[config.mk]
export PLATFORM = sky130hd
export DESIGN_NAME = snp_order_resolver
export DESIGN_NICKNAME = d
export VERILOG_FILES = /design/src/rtl/snp_order_pkg.sv /design/src/rtl/snp_precede_unit.sv /design/src/rtl/snp_capture_unit.sv /design/src/rtl/snp_share_unit.sv /design/src/rtl/snp_order_resolver.sv
export SDC_FILE = /design/constraint.sdc
export NUM_CORES = 1
export LEC_CHECK = 0
export BUFFER_PORTS_ARGS = -buffer_cell sky130_fd_sc_hd__buf_2
export CORE_AREA = 3 3 40 42
export CTS_CLUSTER_SIZE = 10
export DETAILED_ROUTE_END_ITERATION = 16
export DIE_AREA = 0 0 43 45
export PLACE_DENSITY = 0.67
export SYNTH_ARGS = -nofsm -noshare
export SYNTH_HDL_FRONTEND = slang
export SYNTH_SLANG_ARGS = --single-unit
export TNS_END_PERCENT = 10
[constraint.sdc]
create_clock -name clk -period 0.8 [get_ports clk]
set_clock_uncertainty 0.2 [all_clocks]
set_input_delay 0.08 -clock clk [delete_from_list [all_inputs] [get_ports clk]]
set_output_delay 0.08 -clock clk [all_outputs]
set_load 0.01 [all_outputs]
[src/rtl/snp_order_pkg.sv]
package snp_order_pkg;

   typedef struct packed {
      logic handled;
      logic rw_prim;
      logic rw_defer;
      logic cap_req;
      logic cap_pending;
      logic cap_respond;
      logic mark_resp;
      logic mark_had_wr;
      logic mark_sharers;
      logic set_pinv;
      logic set_pdown;
      logic illegal;
   } snp_verdict_t;

   localparam int VERDICT_W = $bits(snp_verdict_t);

endpackage

[src/rtl/snp_precede_unit.sv]
module snp_precede_unit (
   input  logic in_service,
   input  logic dn_pending,
   input  logic express,
   input  logic needs_wr,
   output logic follows,
   output logic rw_prim,
   output logic rw_defer
);
   logic precedes;

   // an unissued miss, or one still parked below us on an express path, is younger
   assign precedes = ~in_service | (express & dn_pending);
   assign follows  = ~precedes;
   assign rw_prim  = precedes & needs_wr;
   assign rw_defer = needs_wr;
endmodule

[src/rtl/snp_capture_unit.sv]
module snp_capture_unit #(
   parameter int              CMD_W     = 4,
   parameter logic [CMD_W-1:0] INVAL_CMD = 4'd6
) (
   input  logic             active,
   input  logic             pend_mod,
   input  logic             is_inval,
   input  logic             needs_wr,
   input  logic             needs_resp,
   input  logic             dn_pending,
   input  logic             prim_needs_wr,
   input  logic [CMD_W-1:0] cmd,
   output logic             cap_req,
   output logic             cap_pending,
   output logic             cap_respond,
   output logic             mark_resp,
   output logic             mark_had_wr,
   output logic             set_pinv
);
   logic plain_inval;

   assign plain_inval = (cmd == INVAL_CMD);
   assign cap_req     = active & (pend_mod | is_inval);
   assign cap_pending = cap_req & dn_pending & prim_needs_wr;
   assign cap_respond = cap_req & pend_mod & needs_resp & ~plain_inval;
   // ordering point: responds, and tells the hierarchy it held the line writable
   assign mark_resp   = cap_req & pend_mod;
   assign mark_had_wr = cap_req & pend_mod;
   assign set_pinv    = cap_req & needs_wr;
endmodule

[src/rtl/snp_share_unit.sv]
module snp_share_unit (
   input  logic active,
   input  logic needs_wr,
   input  logic uncache,
   output logic set_pdown,
   output logic mark_sharers
);
   logic shared_read;

   assign shared_read  = active & ~needs_wr & ~uncache;
   assign set_pdown    = shared_read;
   assign mark_sharers = shared_read;
endmodule

[src/rtl/snp_order_resolver.sv]
module snp_order_resolver
   import snp_order_pkg::*;
#(
   parameter int               CMD_W     = 4,
   parameter logic [CMD_W-1:0] INVAL_CMD = 4'd6,
   parameter bit               OUT_REG   = 1'b1
) (
   input  logic             clk,
   input  logic             rst_n,
   input  logic             snp_valid,
   input  logic [CMD_W-1:0] snp_cmd,
   input  logic             snp_needs_wr,
   input  logic             snp_is_inval,
   input  logic             snp_needs_resp,
   input  logic             snp_express,
   input  logic             snp_uncache,
   input  logic             ent_in_service,
   input  logic             ent_dn_pending,
   input  logic             ent_pend_mod,
   input  logic             ent_post_inval,
   input  logic             ent_prim_needs_wr,
   output logic             res_valid,
   output logic             res_handled,
   output logic             rw_prim,
   output logic             rw_defer,
   output logic             cap_req,
   output logic             cap_pending,
   output logic             cap_respond,
   output logic             mark_resp,
   output logic             mark_had_wr,
   output logic             mark_sharers,
   output logic             set_post_inval,
   output logic             set_post_down,
   output logic             snp_illegal
);

   if (CMD_W < 1) begin : g_bad_cmd_w
      $error("snp_order_resolver: CMD_W must be at least 1");
   end

   logic         follows;
   logic         active;
   snp_verdict_t v_comb;
   snp_verdict_t v_gated;
   snp_verdict_t v_out;
   logic         valid_out;

   snp_precede_unit u_precede (
      .in_service (ent_in_service),
      .dn_pending (ent_dn_pending),
      .express    (snp_express),
      .needs_wr   (snp_needs_wr),
      .follows    (follows),
      .rw_prim    (v_comb.rw_prim),
      .rw_defer   (v_comb.rw_defer)
   );

   // an earlier invalidating snoop already took the block away
   assign active = follows & ~ent_post_inval;

   snp_capture_unit #(
      .CMD_W     (CMD_W),
      .INVAL_CMD (INVAL_CMD)
   ) u_capture (
      .active        (active),
      .pend_mod      (ent_pend_mod),
      .is_inval      (snp_is_inval),
      .needs_wr      (snp_needs_wr),
      .needs_resp    (snp_needs_resp),
      .dn_pending    (ent_dn_pending),
      .prim_needs_wr (ent_prim_needs_wr),
      .cmd           (snp_cmd),
      .cap_req       (v_comb.cap_req),
      .cap_pending   (v_comb.cap_pending),
      .cap_respond   (v_comb.cap_respond),
      .mark_resp     (v_comb.mark_resp),
      .mark_had_wr   (v_comb.mark_had_wr),
      .set_pinv      (v_comb.set_pinv)
   );

   snp_share_unit u_share (
      .active       (active),
      .needs_wr     (snp_needs_wr),
      .uncache      (snp_uncache),
      .set_pdown    (v_comb.set_pdown),
      .mark_sharers (v_comb.mark_sharers)
   );

   assign v_comb.handled = follows;
   assign v_comb.illegal = snp_needs_wr ^ snp_is_inval;
   assign v_gated        = snp_valid ? v_comb : '0;

   if (OUT_REG) begin : g_reg_out
      always_ff @(posedge clk or negedge rst_n) begin
         if (!rst_n) begin
            v_out     <= '0;
            valid_out <= 1'b0;
         end else begin
            v_out     <= v_gated;
            valid_out <= snp_valid;
         end
      end
   end else begin : g_comb_out
      assign v_out     = v_gated;
      assign valid_out = snp_valid;
   end

   assign res_valid      = valid_out;
   assign res_handled    = v_out.handled;
   assign rw_prim        = v_out.rw_prim;
   assign rw_defer       = v_out.rw_defer;
   assign cap_req        = v_out.cap_req;
   assign cap_pending    = v_out.cap_pending;
   assign cap_respond    = v_out.cap_respond;
   assign mark_resp      = v_out.mark_resp;
   assign mark_had_wr    = v_out.mark_had_wr;
   assign mark_sharers   = v_out.mark_sharers;
   assign set_post_inval = v_out.set_pinv;
   assign set_post_down  = v_out.set_pdown;
   assign snp_illegal    = v_out.illegal;

endmodule

==> flow_summary.json, run 1 <==
{
  "firstDrtPassIters": 2,
  "final.setup.tns_ps": -2870,
  "seq_area_frac_synth_pct": 66.5,
  "grt_pass1_wl_um": 1320,
  "num_io_pins": 30,
  "final_cell_mix": "29 x buf_2, 11 x dfrtp_1, 3 x and2_2, 3 x clkbuf_4",
  "clock.fmax_mhz": 970,
  "dieArea_um2": 1940,
  "power_density_nw_per_um2": 1710,
  "die_w_um": 43,
  "finalMaxSlewViolations": 0,
  "final_core_util_pct": 48.3,
  "cp_slowest_cell": "dfrtp_1",
  "row_count": 13,
  "clockBufferDepth": 2,
  "synthCells": 31,
  "wl_per_cell_um": 9.71,
  "rsz0062_at_grt": "true",
  "hold_start": "snp_uncache",
  "start_kind": "flip-flop",
  "drive_above_1_share_pct": 61.5,
  "ant_nets": 0,
  "final_cell_area_um2": 621,
  "cts.htree.levels": 1,
  "grt_max_degree": 12,
  "grt_usage_pct": 10.0,
  "core_um2": 1280,
  "place.gp.congestion": 0.728,
  "whs_endpoint": "mark_sharers",
  "grt_overflow": 0,
  "hold_viol_final": 10,
  "place_area_um2": 578,
  "path_cells": "buf_2",
  "post_cts_buffers": 0,
  "antenna_found_initial": 0,
  "finalNetCount": 83,
  "timing.final.ws_setup_ps": -231,
  "area.growth.synth_to_final_pct": 49.8,
  "worst_slew_pin_slew_ps": 283,
  "die-height_um": 45,
  "criticalPathCategory": "reg2out",
  "vdd_ir_drop_max_uv": 633,
  "holdBufCountCts": 1,
  "critPathCaptureType": "output pin",
  "clock-sinks": 11,
  "critPathArrivalTime_ps": 750,
  "n_antenna_cell": 0,
  "cts_tree": "done",
  "worst-path-buf-inv": 1,
  "cts_buffers": 3,
  "min_path_cells": 2,
  "via_per_inst": 4.10,
  "hpwlAfterDp_um": 688,
  "vias": 328,
  "final_common_cell": "buf_2",
  "cp_max_fo": 2,
  "hold_class": "in2reg",
  "status": "complete, but fails checks",
  "critPathMaxStageDelay_ps": 370,
  "clk_pin_slew_ps": 60,
  "yosys_warnings": 0,
  "drt_iter0_markers": 1,
  "finalCritPeriodShare_pct": 129,
  "cp.required_ps": 520,
  "initial_utilization_pct": 32.2,
  "avgSynthCellArea_um2": 13.4,
  "clockRootBuffer": "clkbuf_4",
  "syn_nets": 48,
  "wl_um": 777,
  "setup_viol": 13,
  "violations": "negative hold slack, negative setup slack",
  "ys_types": 15,
  "period_minus_slack_ps": 1030,
  "ys_ff_latch": 11,
  "path_delay_family": "flip-flops",
  "grt_pass1_vias": 323,
  "max_cap_viol_count": 0,
  "holdWs_ps": -213,
  "relSlewSlack_pct": 81.0,
  "drc": 0,
  "leakagePower_nw": 0.365,
  "fillCellCount": 121,
  "port_buffers": 29,
  "synth_area_um2": 414
}
-- worst max path at each step --
stage / start / endpoint / slack [ps] / cells after the start
after floorplan: ent_in_service / cap_pending / -10 / 3
after global placement: snp_valid / cap_pending / -220 / 4
after detailed placement: snp_valid / cap_pending / -210 / 4
after CTS: mark_sharers / mark_sharers / -240 / 1
after global routing: mark_had_wr / mark_had_wr / -290 / 1
final: mark_sharers / mark_sharers / -230 / 1
-- sequential cells by signal, summed over array words and instances (netlist names) --
name and count:
cap_pending 1, cap_req 1, cap_respond 1, mark_had_wr 1, mark_sharers 1, res_handled 1
res_valid 1, rw_defer 1, rw_prim 1, set_post_inval 1, snp_illegal 1
-- cells in the mapped netlist, drive strengths merged --
cell    number  area, um^2
inv          2        7.51
dfrtp       11         275
nor2         1        3.75
and3         1        6.26
a21boi       1        7.51
nor4         2        12.5
nand3        1        5.00
and2         3        22.5
buf          2        15.0
nor3         1        5.00
xor2         1        8.76
nand2        3        13.8
o31ai        1        7.51
nor4b        1        23.8
-- cell type report --
class,instances,area [um^2],area share [%]
Tap cell,15,18.8,3.02
Inverter,2,7.51,1.21
Sequential cell,11,275,44.4
Clock buffer,4,26.3,4.23
Timing Repair Buffer,32,170,27.4
Multi-Input combinational cell,16,123,19.8
-- logic make-up (layout without fill, tap and decap cells) --
logic type      count (synthesis)  count (layout)  share of synthesized area, %
simple gates                   13              13                          22.4
flops                          11              11                          66.5
compound gates                  2               2                          3.63
xor+xnor                        1               1                          2.12
buf+inv                         4              38                          5.44
-- layer usage --
layer / share of wire, % / track usage, %
met4: 0 / 10.8
met1: 39 / 12.2
met2: 47 / 12.6
met3: 13 / 3.98
met5: 0 / 0
-- repair_timing --
| action | 4_1_cts | 5_1_grt |
|---|---|---|
| pin swaps | 0 | 0 |
| hold endpoints to repair | 21 | 10 |
| setup endpoints to repair | 13 | 14 |
| gates resized for setup | 0 | 1 |
-- per-stage QoR --
| stage | setup slack, ps | total power, mW | std cells |
|---|---|---|---|
| finish | -231 | 1.06 | 80 |
| floorplan | -12.6 | 0.641 | 31 |
| CTS | -243 | 1.08 | 80 |
| global route | -293 | 1.14 | 80 |
| detailed placement | -213 | 0.728 | 75 |
| global placement | -224 | 0.726 | 75 |
-- power breakdown --
group	total (mW)	switching [mW]	internal, mW	leakage (nW)
Sequential	0.579	0.00377	0.575	0.147
Combinational	0.142	0.0709	0.0710	0.203
Clock	0.341	0.149	0.192	0.0150
Total	1.06	0.224	0.838	0.365
Power figures use the tool's default switching activity.
==> inputs of run 2 (changes only) <==
--- a/config.mk
+++ b/config.mk
@@ -5,6 +5,7 @@
 export SDC_FILE = /design/constraint.sdc
 export NUM_CORES = 1
 export LEC_CHECK = 0
+export ABC_AREA = 1
 export BUFFER_PORTS_ARGS = -buffer_cell sky130_fd_sc_hd__buf_2
 export CORE_AREA = 3 3 40 42
 export CTS_CLUSTER_SIZE = 10
==> flow_summary.json, run 2 <==
{
  "status": "complete, but fails checks",
  "violations": "negative hold slack, negative setup slack",
  "setup_viol": 13,
  "finalPower_mw": 1.09,
  "clk_pin_slew_ps": 60,
  "die_w_um": 43,
  "antenna_found_initial": 0,
  "synth_edf_count": 0,
  "ant_nets": 0,
  "period_minus_slack_ps": 1050,
  "n_antenna_cell": 0,
  "leakagePower_nw": 0.388,
  "stdcell_count": 89,
  "synthCells": 39,
  "cts_buffers": 3,
  "initial_utilization_pct": 32.5,
  "power_switching_mw": 0.246,
  "grt_pass1_wl_um": 1320,
  "avgSynthCellArea_um2": 10.7,
  "relSlewSlack_pct": 84.7,
  "hold_viol_final": 11,
  "place_inst": 84,
  "cp_slowest_cell": "dfrtp_1",
  "clock.fmax_mhz": 948,
  "grt_overflow": 0,
  "grt_max_degree": 12,
  "wl_per_cell_um": 9.83,
  "cp.required_ps": 520,
  "vias": 367,
  "drive_above_1_share_pct": 56.8,
  "yosysTopAreaCell": "dfrtp_1",
  "num_io_pins": 30,
  "swShare_pct": 22.7,
  "holdWs_ps": -188,
  "ys_top_cells_by_count": "11 x dfrtp_1, 6 x nor2_1, 4 x inv_1, 4 x nand2_1, 3 x nand3_1",
  "ys_ff_latch": 11,
  "hold_class": "in2reg",
  "wl_um": 875,
  "vdd_ir_drop_max_uv": 702,
  "finalNetCount": 92,
  "synth_most_common_cell": "dfrtp_1",
  "grt_pass1_vias": 307,
  "fillCellCount": 128,
  "criticalPathCategory": "reg2out",
  "power_density_nw_per_um2": 1720,
  "clockRootBuffer": "clkbuf_4",
  "die-height_um": 45,
  "seqPwrFrac_pct": 53.4,
  "synth_top_flop_cell": "dfrtp_1",
  "critPathArrivalTime_ps": 770,
  "start_kind": "flip-flop",
  "core_um2": 1280,
  "ys_types": 13,
  "finalMaxSlewViolations": 0,
  "clkPwrFrac_pct": 33.1,
  "critPathCaptureType": "output pin",
  "drt_iter0_markers": 2,
  "max_cap_viol_count": 0,
  "timing.final.ws_setup_ps": -255,
  "yosys_warnings": 0,
  "critPathMaxStageDelay_ps": 370,
  "yosysTopAreaCellShare_pct": 65.9,
  "final_cell_mix": "28 x buf_2, 11 x dfrtp_1, 6 x nor2_1",
  "seq_area_frac_synth_pct": 65.9,
  "dieArea_um2": 1940,
  "grt_usage_pct": 10.2,
  "via_per_inst": 4.12,
  "syn_nets": 56,
  "final.setup.tns_ps": -3030,
  "hpwlAfterDp_um": 734,
  "cp_max_fo": 1,
  "cts_tree": "done",
  "firstDrtPassIters": 2,
  "finalCritPeriodShare_pct": 132,
  "worst_slew_pin_slew_ps": 230,
  "drc": 0,
  "port_buffers": 29,
  "place.gp.congestion": 0.694,
  "final_common_cell": "buf_2",
  "synth_area_um2": 418,
  "path_delay_family": "flip-flops",
  "p_comb_share_pct": 13.5,
  "area.growth.synth_to_final_pct": 51.2,
  "synthArstFlopShare_pct": 100,
  "cts.htree.levels": 1,
  "row_count": 13,
  "post_cts_buffers": 0,
  "path_cells": "buf_2",
  "clockBufferDepth": 2,
  "clock-sinks": 11,
  "final_cell_area_um2": 632,
  "rsz0062_at_grt": "true",
  "synth_area_leaders": "dfrtp_1 66%, nor2_1 5.4%, nand3_1 3.6%",
  "worst-path-buf-inv": 1,
  "intPower_mw": 0.839,
  "holdBufCountCts": 1,
  "place_area_um2": 589
}
run 2: cell count changes after synthesis, sizes merged, moves of 2 or more:
cell and delta:
nor2 +8, nand2 +3, nand3 +3, nor4 -2, inv +3, and2 -3
run 2: worst paths after layout:
path                                start     endpoint  slack, ps  depth (start not counted)
worst min-delay path       ent_in_service      rw_prim       -190                          2
min in group asynchronous           rst_n  cap_pending         10                          2
max in group asynchronous           rst_n  mark_had_wr        200                          2
worst max-delay path            res_valid    res_valid       -250                          1
run 2: power groups by stage:
| stage | combinational, mW | clock, mW | sequential, mW |
|---|---|---|---|
| detailed placement | 0.142 | 0 | 0.589 |
| global route | 0.163 | 0.405 | 0.580 |
| global placement | 0.140 | 0 | 0.590 |
| CTS | 0.146 | 0.382 | 0.579 |
| finish | 0.146 | 0.360 | 0.579 |
| floorplan | 0.0417 | 0 | 0.601 |
run 2: what timing repair did:
item	CTS	global route
endpoints found under the setup margin	13	13
endpoints found under the hold margin	22	11
cloned	0	0
gates resized for setup	0	1
pin swaps	0	0
run 2: metal layers:
layer	track usage [%]	vias to the layer above	part of all wire [%]
li1	-	186	-
met1	10.6	165	38
met2	14.4	14	52
met3	3.98	2	6.9
met4	12.7	0	2.6
met5	0	-	0
run 2: cells by family (layout without fill, tap and decap cells):
logic type / count (synthesis) / in the layout / share of synthesized area, %
AOI/OAI and AO/OA: 2 / 2 / 2.39
and+or+nand+nor: 19 / 19 / 23.6
buffers and inverters: 7 / 42 / 8.08
DFF: 11 / 11 / 65.9
run 2: area by class of cell:
cell class                      count  area [um^2]  area share, %
Clock buffer                        4         26.3           4.16
Inverter                            5         18.8           2.97
Multi-Input combinational cell     21          109           17.2
Sequential cell                    11          275           43.6
Tap cell                           15         18.8           2.97
Timing Repair Buffer               33          184           29.1
run 2: through the flow:
step | worst slack [ps] | utilization (%)
final | -255 | 49.2
after global routing | -282 | 49.2
after CTS | -270 | 48.7
after detailed placement | -105 | 45.9
after global placement | -84.5 | 45.9
after floorplan | -9.31 | -
==> inputs of run 3 (changes only) <==
--- a/config.mk
+++ b/config.mk
@@ -11,7 +11,9 @@
 export CTS_CLUSTER_SIZE = 10
 export DETAILED_ROUTE_END_ITERATION = 16
 export DIE_AREA = 0 0 43 45
+export HOLD_SLACK_MARGIN = 0.02
 export PLACE_DENSITY = 0.67
+export SETUP_SLACK_MARGIN = 0.5
 export SYNTH_ARGS = -nofsm -noshare
 export SYNTH_HDL_FRONTEND = slang
 export SYNTH_SLANG_ARGS = --single-unit
==> flow_summary.json, run 3 (synthesized netlist as in run 2, its figures left out) <==
{
  "drc": 0,
  "n_antenna_cell": 0,
  "grt_max_degree": 12,
  "wl_per_cell_um": 10.8,
  "cts.htree.levels": 1,
  "power_switching_mw": 0.271,
  "initial_utilization_pct": 32.5,
  "final_core_util_pct": 56.8,
  "post_cts_buffers": 0,
  "port_buffers": 29,
  "criticalPathCategory": "reg2out",
  "worst_slew_pin_slew_ps": 232,
  "path_delay_family": "flip-flops",
  "place_area_um2": 589,
  "vdd_ir_drop_max_uv": 711,
  "cp_max_fo": 1,
  "clk_pin_slew_ps": 70,
  "wl_um": 954,
  "hold_viol_final": 22,
  "start_kind": "flip-flop",
  "dieArea_um2": 1940,
  "intPower_mw": 0.873,
  "clock.fmax_mhz": 943,
  "clockBufferDepth": 2,
  "drive_above_1_share_pct": 72.6,
  "grt_pass1_vias": 359,
  "relSlewSlack_pct": 84.5,
  "antenna_found_initial": 0,
  "finalNetCount": 91,
  "timing.final.ws_setup_ps": -260,
  "stdcell_count": 88,
  "die_w_um": 43,
  "p_comb_share_pct": 17.6,
  "critPathArrivalTime_ps": 780,
  "worst-path-buf-inv": 1,
  "max_cap_viol_count": 0,
  "row_count": 13,
  "status": "complete, but fails checks",
  "final_common_cell": "buf_2",
  "clock-sinks": 11,
  "violations": "negative hold slack, negative setup slack",
  "seqPwrFrac_pct": 50.7,
  "fillCellCount": 114,
  "final_cell_mix": "22 x buf_2, 11 x dfrtp_1, 4 x nor2_2, 4 x buf_8, 4 x buf_6",
  "detailedPlace.worstSlack_ps": -105,
  "cts_buffers": 3,
  "cts_tree": "done",
  "swShare_pct": 23.7,
  "hold_class": "in2async",
  "power_density_nw_per_um2": 1570,
  "clockRootBuffer": "clkbuf_4",
  "final.setup.tns_ps": -3050,
  "cp.required_ps": 520,
  "period_minus_slack_ps": 1060,
  "grt_usage_pct": 12.6,
  "grt_pass1_wl_um": 1660,
  "core_um2": 1280,
  "hpwlAfterDp_um": 734,
  "crit_path_start": "res_valid",
  "critPathMaxStageDelay_ps": 380,
  "grt_overflow": 0,
  "area.growth.synth_to_final_pct": 74.6,
  "setup_viol": 13,
  "clkPwrFrac_pct": 31.7,
  "die-height_um": 45,
  "holdWs_ps": -537,
  "cp_slowest_cell": "dfrtp_1",
  "leakagePower_nw": 0.413,
  "place_inst": 84,
  "final_cell_area_um2": 729,
  "firstDrtPassIters": 1,
  "drt_iter0_markers": 0,
  "vias": 371,
  "num_io_pins": 30,
  "cp.depth": 1,
  "critPathCaptureType": "output pin",
  "finalMaxSlewViolations": 0,
  "rsz0062_at_grt": "true",
  "ant_nets": 0,
  "crit_path_end": "res_valid",
  "via_per_inst": 4.22,
  "place.gp.congestion": 0.694,
  "finalPower_mw": 1.14,
  "path_cells": "buf_2",
  "finalCritPeriodShare_pct": 132
}
## run 3: cell count changes in the layout (fill, tap and decap cells not counted), moves of 2 or more
| cell | previous run | this run |
|---|---|---|
| nor2_1 | 6 | 3 |
| nand3_1 | 3 | 1 |
| buf_2 | 28 | 22 |
| nand2_1 | 4 | 2 |
| nand3_2 | 1 | 3 |
| inv_1 | 4 | 1 |
| buf_8 | 0 | 4 |
| nor2_2 | 2 | 4 |
| inv_2 | 1 | 3 |
| buf_6 | 1 | 4 |
| nand2_4 | 0 | 3 |
## run 3: layout make-up
| type | count | area, um^2 | area share (%) |
|---|---|---|---|
| Sequential cell | 11 | 275 | 37.7 |
| Timing Repair Buffer | 32 | 230 | 31.6 |
| Multi-Input combinational cell | 21 | 155 | 21.3 |
| Clock buffer | 4 | 26.3 | 3.60 |
| Inverter | 5 | 23.8 | 3.26 |
| Tap cell | 15 | 18.8 | 2.57 |
## run 3: power groups by stage
| stage | Clock [mW] | Combinational, mW | Sequential, mW |
|---|---|---|---|
| after floorplan | 0 | 0.0417 | 0.601 |
| after global placement | 0 | 0.140 | 0.590 |
| after detailed placement | 0 | 0.142 | 0.589 |
| after CTS | 0.382 | 0.192 | 0.579 |
| after global routing | 0.405 | 0.220 | 0.580 |
| final | 0.363 | 0.201 | 0.579 |
## run 3: repair_timing
item | in CTS | in global routing
pin swaps | 12 | 12
gates resized for setup | 26 | 6
hold endpoints to repair | 22 | 22
endpoints found under the setup margin | 24 | 24
## run 3: how the worst min path moves through the flow
stage	endpoint	slack (ps)	from
after floorplan	cap_pending	-420	rst_n
after global placement	mark_sharers	-250	rst_n
after detailed placement	mark_sharers	-250	rst_n
after CTS	mark_sharers	-540	rst_n
after global routing	cap_pending	-530	rst_n
final	mark_sharers	-540	rst_n
## run 3: metal layers
layer	wire length (um)	up-vias	track usage, %
li1	-	184	-
met1	315	167	13.1
met2	528	16	19.5
met3	75	4	4.38
met4	34	0	12.7
met5	0	-	0
